File: src/rtl/ber_pkg.sv
package ber_pkg;

   // Register offsets; offset 0 must stay the snapshot trigger.
   localparam int unsigned OFF_WORD   = 0;
   localparam int unsigned OFF_SHADOW = 1;
   localparam int unsigned OFF_BITS   = 2;

   // Count-width helper for a population count of n bits.
   function automatic int unsigned pop_width(input int unsigned n);
      return $clog2(n + 1);
   endfunction

   function automatic int unsigned max_u(input int unsigned a, input int unsigned b);
      return (a > b) ? a : b;
   endfunction

endpackage

File: src/rtl/ber_err_detect.sv
module ber_err_detect #(
   parameter int unsigned DATA_W       = 32,
   parameter int unsigned POP_W        = 6,
   parameter bit          NIBBLE_SPLIT = 1'b1
) (
   input  logic              valid,
   input  logic [DATA_W-1:0] rx_word,
   input  logic [DATA_W-1:0] ref_word,
   output logic              word_inc,
   output logic [POP_W-1:0]  bit_inc
);

   logic [DATA_W-1:0] diff;
   logic [POP_W-1:0]  ones;

   assign diff = rx_word ^ ref_word;

   generate
      if (NIBBLE_SPLIT) begin : g_nibble
         localparam int unsigned NIB = DATA_W / 4;
         logic [2:0] nib_cnt [NIB];

         for (genvar g = 0; g < NIB; g++) begin : g_nib
            assign nib_cnt[g] = {2'b00, diff[4*g]}   + {2'b00, diff[4*g+1]}
                              + {2'b00, diff[4*g+2]} + {2'b00, diff[4*g+3]};
         end

         always_comb begin
            ones = '0;
            for (int i = 0; i < NIB; i++) begin
               ones = ones + POP_W'(nib_cnt[i]);
            end
         end
      end else begin : g_linear
         always_comb begin
            ones = '0;
            for (int i = 0; i < DATA_W; i++) begin
               ones = ones + POP_W'(diff[i]);
            end
         end
      end
   endgenerate

   assign word_inc = valid && (diff != '0);
   assign bit_inc  = valid ? ones : '0;

endmodule

File: src/rtl/ber_sat_counter.sv
module ber_sat_counter #(
   parameter int unsigned W     = 16,
   parameter int unsigned INC_W = 1
) (
   input  logic             clk,
   input  logic             rst,
   input  logic             clr,
   input  logic [INC_W-1:0] inc,
   output logic [W-1:0]     count
);

   localparam logic [W-1:0] TOP = '1;

   logic [W:0]   wide_sum;
   logic [W-1:0] sat_sum;
   logic [W-1:0] count_q;

   assign wide_sum = {1'b0, count_q} + (W+1)'(inc);
   assign sat_sum  = wide_sum[W] ? TOP : wide_sum[W-1:0];

   always_ff @(posedge clk) begin
      if (rst) begin
         count_q <= '0;
      end else if (clr) begin
         // Clear wins over accumulate, but this cycle's increment is kept.
         count_q <= W'(inc);
      end else begin
         count_q <= sat_sum;
      end
   end

   assign count = count_q;

endmodule

File: src/rtl/ber_read_port.sv
module ber_read_port
   import ber_pkg::*;
#(
   parameter int unsigned ADDR_W = 2,
   parameter int unsigned WCNT_W = 16,
   parameter int unsigned BCNT_W = 24,
   parameter int unsigned RD_W   = 24
) (
   input  logic              clk,
   input  logic              rst,
   input  logic              rd_en,
   input  logic [ADDR_W-1:0] rd_addr,
   input  logic [WCNT_W-1:0] word_cnt,
   input  logic [BCNT_W-1:0] bit_cnt,
   output logic              clr_word,
   output logic              clr_bits,
   output logic [BCNT_W-1:0] shadow,
   output logic [RD_W-1:0]   rd_data
);

   logic              hit_word;
   logic              hit_shadow;
   logic              hit_bits;
   logic [RD_W-1:0]   mux_data;
   logic [BCNT_W-1:0] shadow_q;
   logic [RD_W-1:0]   data_q;

   assign hit_word   = rd_en && (rd_addr == ADDR_W'(OFF_WORD));
   assign hit_shadow = rd_en && (rd_addr == ADDR_W'(OFF_SHADOW));
   assign hit_bits   = rd_en && (rd_addr == ADDR_W'(OFF_BITS));

   assign clr_word = hit_word;
   assign clr_bits = hit_word || hit_bits;

   always_comb begin
      mux_data = '0;
      if (hit_word)   mux_data = RD_W'(word_cnt);
      if (hit_shadow) mux_data = RD_W'(shadow_q);
      if (hit_bits)   mux_data = RD_W'(bit_cnt);
   end

   always_ff @(posedge clk) begin
      if (rst) begin
         shadow_q <= '0;
         data_q   <= '0;
      end else begin
         data_q <= mux_data;
         if (hit_word) begin
            shadow_q <= bit_cnt;
         end
      end
   end

   assign shadow  = shadow_q;
   assign rd_data = data_q;

endmodule

File: src/rtl/ber_cor_stats.sv
module ber_cor_stats
   import ber_pkg::*;
#(
   parameter int unsigned DATA_W       = 32,
   parameter int unsigned WCNT_W       = 16,
   parameter int unsigned BCNT_W       = 24,
   parameter int unsigned ADDR_W       = 2,
   parameter bit          NIBBLE_SPLIT = 1'b1,
   localparam int unsigned RD_W        = max_u(WCNT_W, BCNT_W)
) (
   input  logic              clk,
   input  logic              rst,
   input  logic              valid,
   input  logic [DATA_W-1:0] rx_word,
   input  logic [DATA_W-1:0] ref_word,
   input  logic              rd_en,
   input  logic [ADDR_W-1:0] rd_addr,
   output logic [RD_W-1:0]   rd_data
);

   localparam int unsigned POP_W = pop_width(DATA_W);

   generate
      if (BCNT_W < POP_W) begin : g_chk_bcnt
         $error("BCNT_W must hold one word's worth of bit errors");
      end
      if (WCNT_W < 1) begin : g_chk_wcnt
         $error("WCNT_W must be at least 1");
      end
      if (ADDR_W < 2) begin : g_chk_addr
         $error("ADDR_W must reach offset 2");
      end
      if (NIBBLE_SPLIT && (DATA_W % 4 != 0)) begin : g_chk_nib
         $error("nibble split needs DATA_W divisible by 4");
      end
   endgenerate

   logic              word_inc;
   logic [POP_W-1:0]  bit_inc;
   logic              clr_word;
   logic              clr_bits;
   logic [WCNT_W-1:0] word_cnt;
   logic [BCNT_W-1:0] bit_cnt;
   logic [BCNT_W-1:0] shadow_q;

   ber_err_detect #(
      .DATA_W      (DATA_W),
      .POP_W       (POP_W),
      .NIBBLE_SPLIT(NIBBLE_SPLIT)
   ) u_detect (
      .valid   (valid),
      .rx_word (rx_word),
      .ref_word(ref_word),
      .word_inc(word_inc),
      .bit_inc (bit_inc)
   );

   ber_sat_counter #(
      .W    (WCNT_W),
      .INC_W(1)
   ) u_word_cnt (
      .clk  (clk),
      .rst  (rst),
      .clr  (clr_word),
      .inc  (word_inc),
      .count(word_cnt)
   );

   ber_sat_counter #(
      .W    (BCNT_W),
      .INC_W(POP_W)
   ) u_bit_cnt (
      .clk  (clk),
      .rst  (rst),
      .clr  (clr_bits),
      .inc  (bit_inc),
      .count(bit_cnt)
   );

   ber_read_port #(
      .ADDR_W(ADDR_W),
      .WCNT_W(WCNT_W),
      .BCNT_W(BCNT_W),
      .RD_W  (RD_W)
   ) u_rport (
      .clk     (clk),
      .rst     (rst),
      .rd_en   (rd_en),
      .rd_addr (rd_addr),
      .word_cnt(word_cnt),
      .bit_cnt (bit_cnt),
      .clr_word(clr_word),
      .clr_bits(clr_bits),
      .shadow  (shadow_q),
      .rd_data (rd_data)
   );

endmodule

File: config.mk
export PLATFORM = sky130hd
export DESIGN_NAME = ber_cor_stats
export DESIGN_NICKNAME = d
export VERILOG_FILES = /design/src/rtl/ber_pkg.sv /design/src/rtl/ber_err_detect.sv /design/src/rtl/ber_sat_counter.sv /design/src/rtl/ber_read_port.sv /design/src/rtl/ber_cor_stats.sv
export SDC_FILE = /design/constraint.sdc
export NUM_CORES = 1
export LEC_CHECK = 0
export BUFFER_PORTS_ARGS = -buffer_cell sky130_fd_sc_hd__buf_2
export CAP_MARGIN = 20
export CORE_UTILIZATION = 40
export CTS_CLUSTER_SIZE = 20
export DETAILED_ROUTE_END_ITERATION = 16
export SYNTH_ARGS = -nofsm -noshare
export SYNTH_HDL_FRONTEND = slang
export SYNTH_SLANG_ARGS = --single-unit
File: constraint.sdc
create_clock -name clk -period 9.75 [get_ports clk]
set_input_delay 1.4625 -clock clk [delete_from_list [all_inputs] [get_ports clk]]
set_output_delay 1.4625 -clock clk [all_outputs]
set_load 0.03 [all_outputs]
==> results of run 1 <==
## final timing paths
check,from,end
setup / recovery,ref_word[5],u_bit_cnt.count[4]$_SDFF_PP0_
hold / removal,u_rport.shadow[20]$_SDFFE_PP0P_,u_rport.shadow[20]$_SDFFE_PP0P_
setup reg to reg,u_bit_cnt.count[0]$_SDFF_PP0_,u_bit_cnt.count[4]$_SDFF_PP0_
hold reg to reg,u_rport.shadow[20]$_SDFFE_PP0P_,u_rport.shadow[20]$_SDFFE_PP0P_
## cells by family after synthesis
| kind of cell | Yosys count | synth area share (%) |
|---|---|---|
| simple gates | 184 | 17.3 |
| compound gates | 129 | 15.8 |
| xor+xnor | 60 | 9.55 |
| buf+inv | 98 | 6.82 |
| fa+ha+maj | 68 | 18.6 |
| flops | 88 | 32.0 |
## layout make-up
cell class / count / area, µm²
Inverter: 69 / 259
Tap cell: 176 / 220
Fill cell: 1325 / 6900
Clock buffer: 9 / 225
Multi-Input combinational cell: 441 / 3370
Clock inverter: 7 / 120
Timing Repair Buffer: 97 / 495
Sequential cell: 88 / 1760
## state kept, by name (all words and copies together), names as in the netlist
signal	flops
u_bit_cnt.count	24
u_rport.shadow	24
u_word_cnt.count	16
u_rport.rd_data	24
## worst max-delay path, delay by kind of cell
family          cells  cell delay (ns)
xor+xnor            3             0.44
simple gates        4             0.84
fa+ha+maj          10             4.15
buf+inv             8             0.54
compound gates      4             1.18
## power breakdown
group	internal, W	leakage, nW	switching [W]
Combinational	0.000584	1.89	0.000735
Sequential	0.000378	0.712	0.0000130
Clock	0.000251	0.166	0.000141
Total	0.00121	2.77	0.000889
## metal layers
metal  vias up  GRT usage (%)
met3        13           3.59
met5         -              0
met1      2133           24.2
li1       2275              -
met2       101           33.3
met4         0           5.39
## cell usage in the layout (no fill, tap or decap), drive strengths merged, types with 12 or more instances in the layout
cell    count
inv        69
buf        97
xor2       25
nand3      12
nand2b     22
xnor2      35
dfxtp      88
nand4      17
nand2      60
fa         23
ha         45
nor2       31
a21oi      75
o221ai     15
## metrics by stage
step                area, µm²  hold slack, ns  cells  worst slack (ns)
floorplan                5510           0.436    627              1.85
global placement         6100           0.442    870              1.22
detailed placement       6100           0.448    870              1.00
CTS                      6440           0.457    886              1.35
global route             6450           0.469    887             0.905
finish                   6450           0.454    887              1.39
==> metrics, run 1 <==
status=finished clean; largest net degree at the start of global routing=37; Root Driver=clkbuf_16; 1st-iter DRT viols=246; Synth Area per Inst=8.78 µm²; Final min period=8.36 ns; share of layout cells above drive strength 1=18.4%; worst r2r path cells=8; post-synthesis register bit count=88; die area=0.0142 mm²; # IOs=94; HPWL Detailed=9800 µm; clk sink count=88; critical path type=input pin to flip-flop; top cell type's share of synthesized area=32.0%; Tot GR Track Use=19.2%; Final Hold Fails=0; Mapped Area=0.00551 mm²; Routed wire per std cell=14.4 µm; number of vias per cell=5.10; clock latency on the worst-skew pair=0.34 ns; CTS tree=done; DR vias=4522; CP Max Fanout=19; area leader, netlist=dfxtp_1; Routed Antenna Nets=0; DR top layer=met4; top_reg_cell synth=dfxtp_1; aggregate global routing overflow=0; slowest stage delay, CP=0.56 ns; vias in the first global route=4477; number of hold buffers added after CTS=0; Die Ht=119 µm; # rows=42; fin crit share=85.8%; TNS Setup=0 ns; asr flop ratio synth=0%; RePlAce Congestion=0.842; die width=119 µm; Max Root-Sink Buffers=2; r2r setup slk=6.97 ns; P&R area growth vs syn=17.2%; Starting Density=41.2%; Worst-Margin Slew=0.957 ns; Post-layout nets=844; synth unique cells=50; register area share after synthesis=32.0%; syn_nets=765; Post-synth top cells=88 x dfxtp_1, 69 x inv_1, 65 x a21oi_1; Slew HR=36.2%; Buffers on Ports=93; clk slew on worst S/H paths=0.06 ns; CTS resizes=0; cts bufs inserted=9; DRC viols=0; PwrDens=326 mW/mm²; Metal-1 WL=5550 µm; Worst Path Required=9.99 ns; worst-case clock skew=0.00861 ns; Min-Delay Path Class=flip-flop to flip-flop; CP max-delay cell=fa_1; Max-Cap Viols=0; Finish-stage setup viols=0; initial antenna violation count=0; fin util=48.3%; WL final=12800 µm; fmax=0.120 GHz; unrepaired setup endpoints after global routing=false; main area contributors after synthesis=dfxtp_1 32%, ha_1 10%, fa_1 8.4%; Arr. time, crit path=8.61 ns; final slew viol count=0; setup bufs post-CTS=0; CP Launch Type=input pin; core area=0.0133 mm²; Warnings, synthesis=0; DR WL met2=6420 µm; Leak=2.77 nW; routed wl met3=602 µm; htree depth=3; first-pass GRT wire length=21600 µm; Inserted Diodes=0; total power=0.00210 W; count leader, synth=dfxtp_1; CP Capture Type=flip-flop; Hold Crit Depth=2; first drt pass iteration count=5; EDFF count, synth=0; maximum VDD drop=0.000263 V; Post-Syn Instances=627
No activity file was read; power rests on OpenSTA's default activity.
==> run 2, diff against run 1 <==
clock period = 8.55 ns   (was 9.75 ns; I/O delays follow)
==> run 2 against run 1 <==
Effect of this change:
- hold slack got worse by 0.0013 ns
- global-route usage decreased by 0.29 points
- sequential share of layout area about the same
- design area about the same
- clock skew increased by 0.0016 ns
- critical path type unchanged
- first-iteration DRC count increased by 24%
- flip-flop and latch count unchanged
- critical endpoint is now u_bit_cnt.count[1]$_SDFF_PP0_
==> metrics, run 2 (synthesis gave the netlist of run 1 again) <==
Worst Path Required=8.81 ns (was 9.99 ns); share of layout cells above drive strength 1=18.5% (was 18.4%); clk slew on worst S/H paths=0.07 ns (was 0.06 ns); Buffers on Ports=93 (unchanged); first-pass GRT wire length=21400 µm (was 21600 µm); Arr. time, crit path=8.13 ns (was 8.61 ns); Max-Cap Viols=0 (unchanged); final-layout fill cell count=1309 (was 1325); post-route cell area=0.00645 mm² (about the same); CP Max Fanout=19 (unchanged); most common cell after layout, fill and taps aside=buf_2 (unchanged); CP max-delay cell=fa_1 (unchanged); PwrDens=378 mW/mm² (was 326 mW/mm²); cts bufs inserted=9 (unchanged); clock latency on the worst-skew pair=0.34 ns (about the same); DR vias=4508 (was 4522); core area=0.0133 mm² (unchanged); HPWL Detailed=9790 µm (was 9800 µm); Routed wire per std cell=14.3 µm (was 14.4 µm); number of hold buffers added after CTS=0 (unchanged); vias in the first global route=4530 (was 4477); status=finished clean (unchanged); worst-case clock skew=0.0102 ns (was 0.00861 ns); Worst-Margin Slew=0.960 ns (was 0.957 ns); number of vias per cell=5.07 (was 5.10); Inserted Diodes=0 (unchanged); setup bufs post-CTS=0 (unchanged); unrepaired setup endpoints after global routing=false (unchanged); Finish-stage setup viols=0 (unchanged); initial antenna violation count=0 (unchanged); TNS Setup=0 ns (unchanged); Final min period=7.87 ns; Starting Density=41.2% (unchanged); largest net degree at the start of global routing=37 (unchanged); CTS tree=done (unchanged); RePlAce Congestion=0.798 (was 0.842); most frequent cells in the layout=93 x buf_2, 88 x dfxtp_1, 69 x inv_1, 65 x a21oi_1, 60 x nand2_1 (unchanged); Min-Delay Path Class=flip-flop to flip-flop (unchanged); Root Driver=clkbuf_16 (unchanged); Leak=2.78 nW (was 2.77 nW); Tot GR Track Use=18.9% (was 19.2%); final worst setup slack=0.677 ns (was 1.39 ns); die area=0.0142 mm² (unchanged); Register Area=0.00176 mm² (unchanged); critical path type=input pin to flip-flop (unchanged); fin util=48.3% (about the same); aggregate global routing overflow=0 (unchanged); slowest stage delay, CP=0.56 ns (about the same); htree depth=3 (unchanged); Slew HR=36.0% (was 36.2%); Post-layout nets=847 (was 844); fin crit share=92.1%; maximum VDD drop=0.000315 V (was 0.000263 V); CP Launch Type=input pin (unchanged); CP Capture Type=flip-flop (unchanged); CTS resizes=0 (unchanged); Cell Area, Placed=0.00612 mm² (was 0.00610 mm²); clk sink count=88 (unchanged); Final Hold Fails=0 (unchanged); multi-input logic area=0.00337 mm² (unchanged); total power=0.00244 W (was 0.00210 W); # rows=42 (unchanged); Post-Place Worst Slack=0.351 ns (was 1.00 ns); fmax=0.127 GHz; WL final=12700 µm (was 12800 µm); Routed Antenna Nets=0 (unchanged); DRC viols=0 (unchanged); Max Root-Sink Buffers=2 (unchanged); # IOs=94 (unchanged); final slew viol count=0 (unchanged); Die Ht=119 µm (unchanged); first drt pass iteration count=4 (was 5); 1st-iter DRT viols=304 (was 246); P&R area growth vs syn=17.1% (was 17.2%); die width=119 µm (unchanged)
## run 2: cell types whose count changed in the layout (fill, tap and decap cells not counted)
cell / before / now
bufinv_16: 3 / 2
clkbuf_1: 0 / 1
buf_4: 4 / 7
clkinv_4: 2 / 0
clkinvlp_4: 1 / 0
clkbuf_8: 0 / 2
## run 2: stage by stage
step	cells	hold WS, ns
after CTS	888	0.455
after global placement	873	0.442
after global routing	889	0.464
after floorplan	627	0.436
final	889	0.453
after detailed placement	873	0.447
## run 2: path summary, 6_finish.rpt
kind / slack, ns / to / cells after the start / start
setup / recovery: 0.68 / u_bit_cnt.count[1]$_SDFF_PP0_ / 29 / ref_word[5]
hold / removal: 0.45 / u_rport.shadow[5]$_SDFFE_PP0P_ / 2 / u_rport.shadow[5]$_SDFFE_PP0P_
setup reg to reg: 5.92 / u_bit_cnt.count[1]$_SDFF_PP0_ / 8 / u_bit_cnt.count[0]$_SDFF_PP0_
hold reg to reg: 0.45 / u_rport.shadow[5]$_SDFFE_PP0P_ / 2 / u_rport.shadow[5]$_SDFFE_PP0P_
## run 2: critical path: cells and delay by family
kind	cells	cell delay (ns)
fa+ha+maj	10	4.16
compound gates	4	0.92
simple gates	4	0.78
buf+inv	8	0.52
xor+xnor	3	0.46
## run 2: cell type report
class	instances	area share, %
sequential	88	27.3
clock buffer	12	3.98
multi-input combinational	441	52.2
timing repair buffer	100	8.03
inverter	69	4.02
tap	176	3.41
clock inverter	3	1.01
## run 2: metal layers
layer	vias to the layer above	wire, µm	track usage, %
li1	2287	-	-
met1	2094	5700	23.7
met2	107	6270	32.5
met3	20	508	3.16
met4	0	240	6.80
met5	-	0	0
## run 2: power breakdown
group          internal [W]  total, W  leakage (nW)  switching, W
logic              0.000699   0.00157          1.91      0.000866
clock network      0.000270  0.000425         0.159      0.000155
registers          0.000432  0.000446         0.712     0.0000141
total               0.00140   0.00244          2.78       0.00104
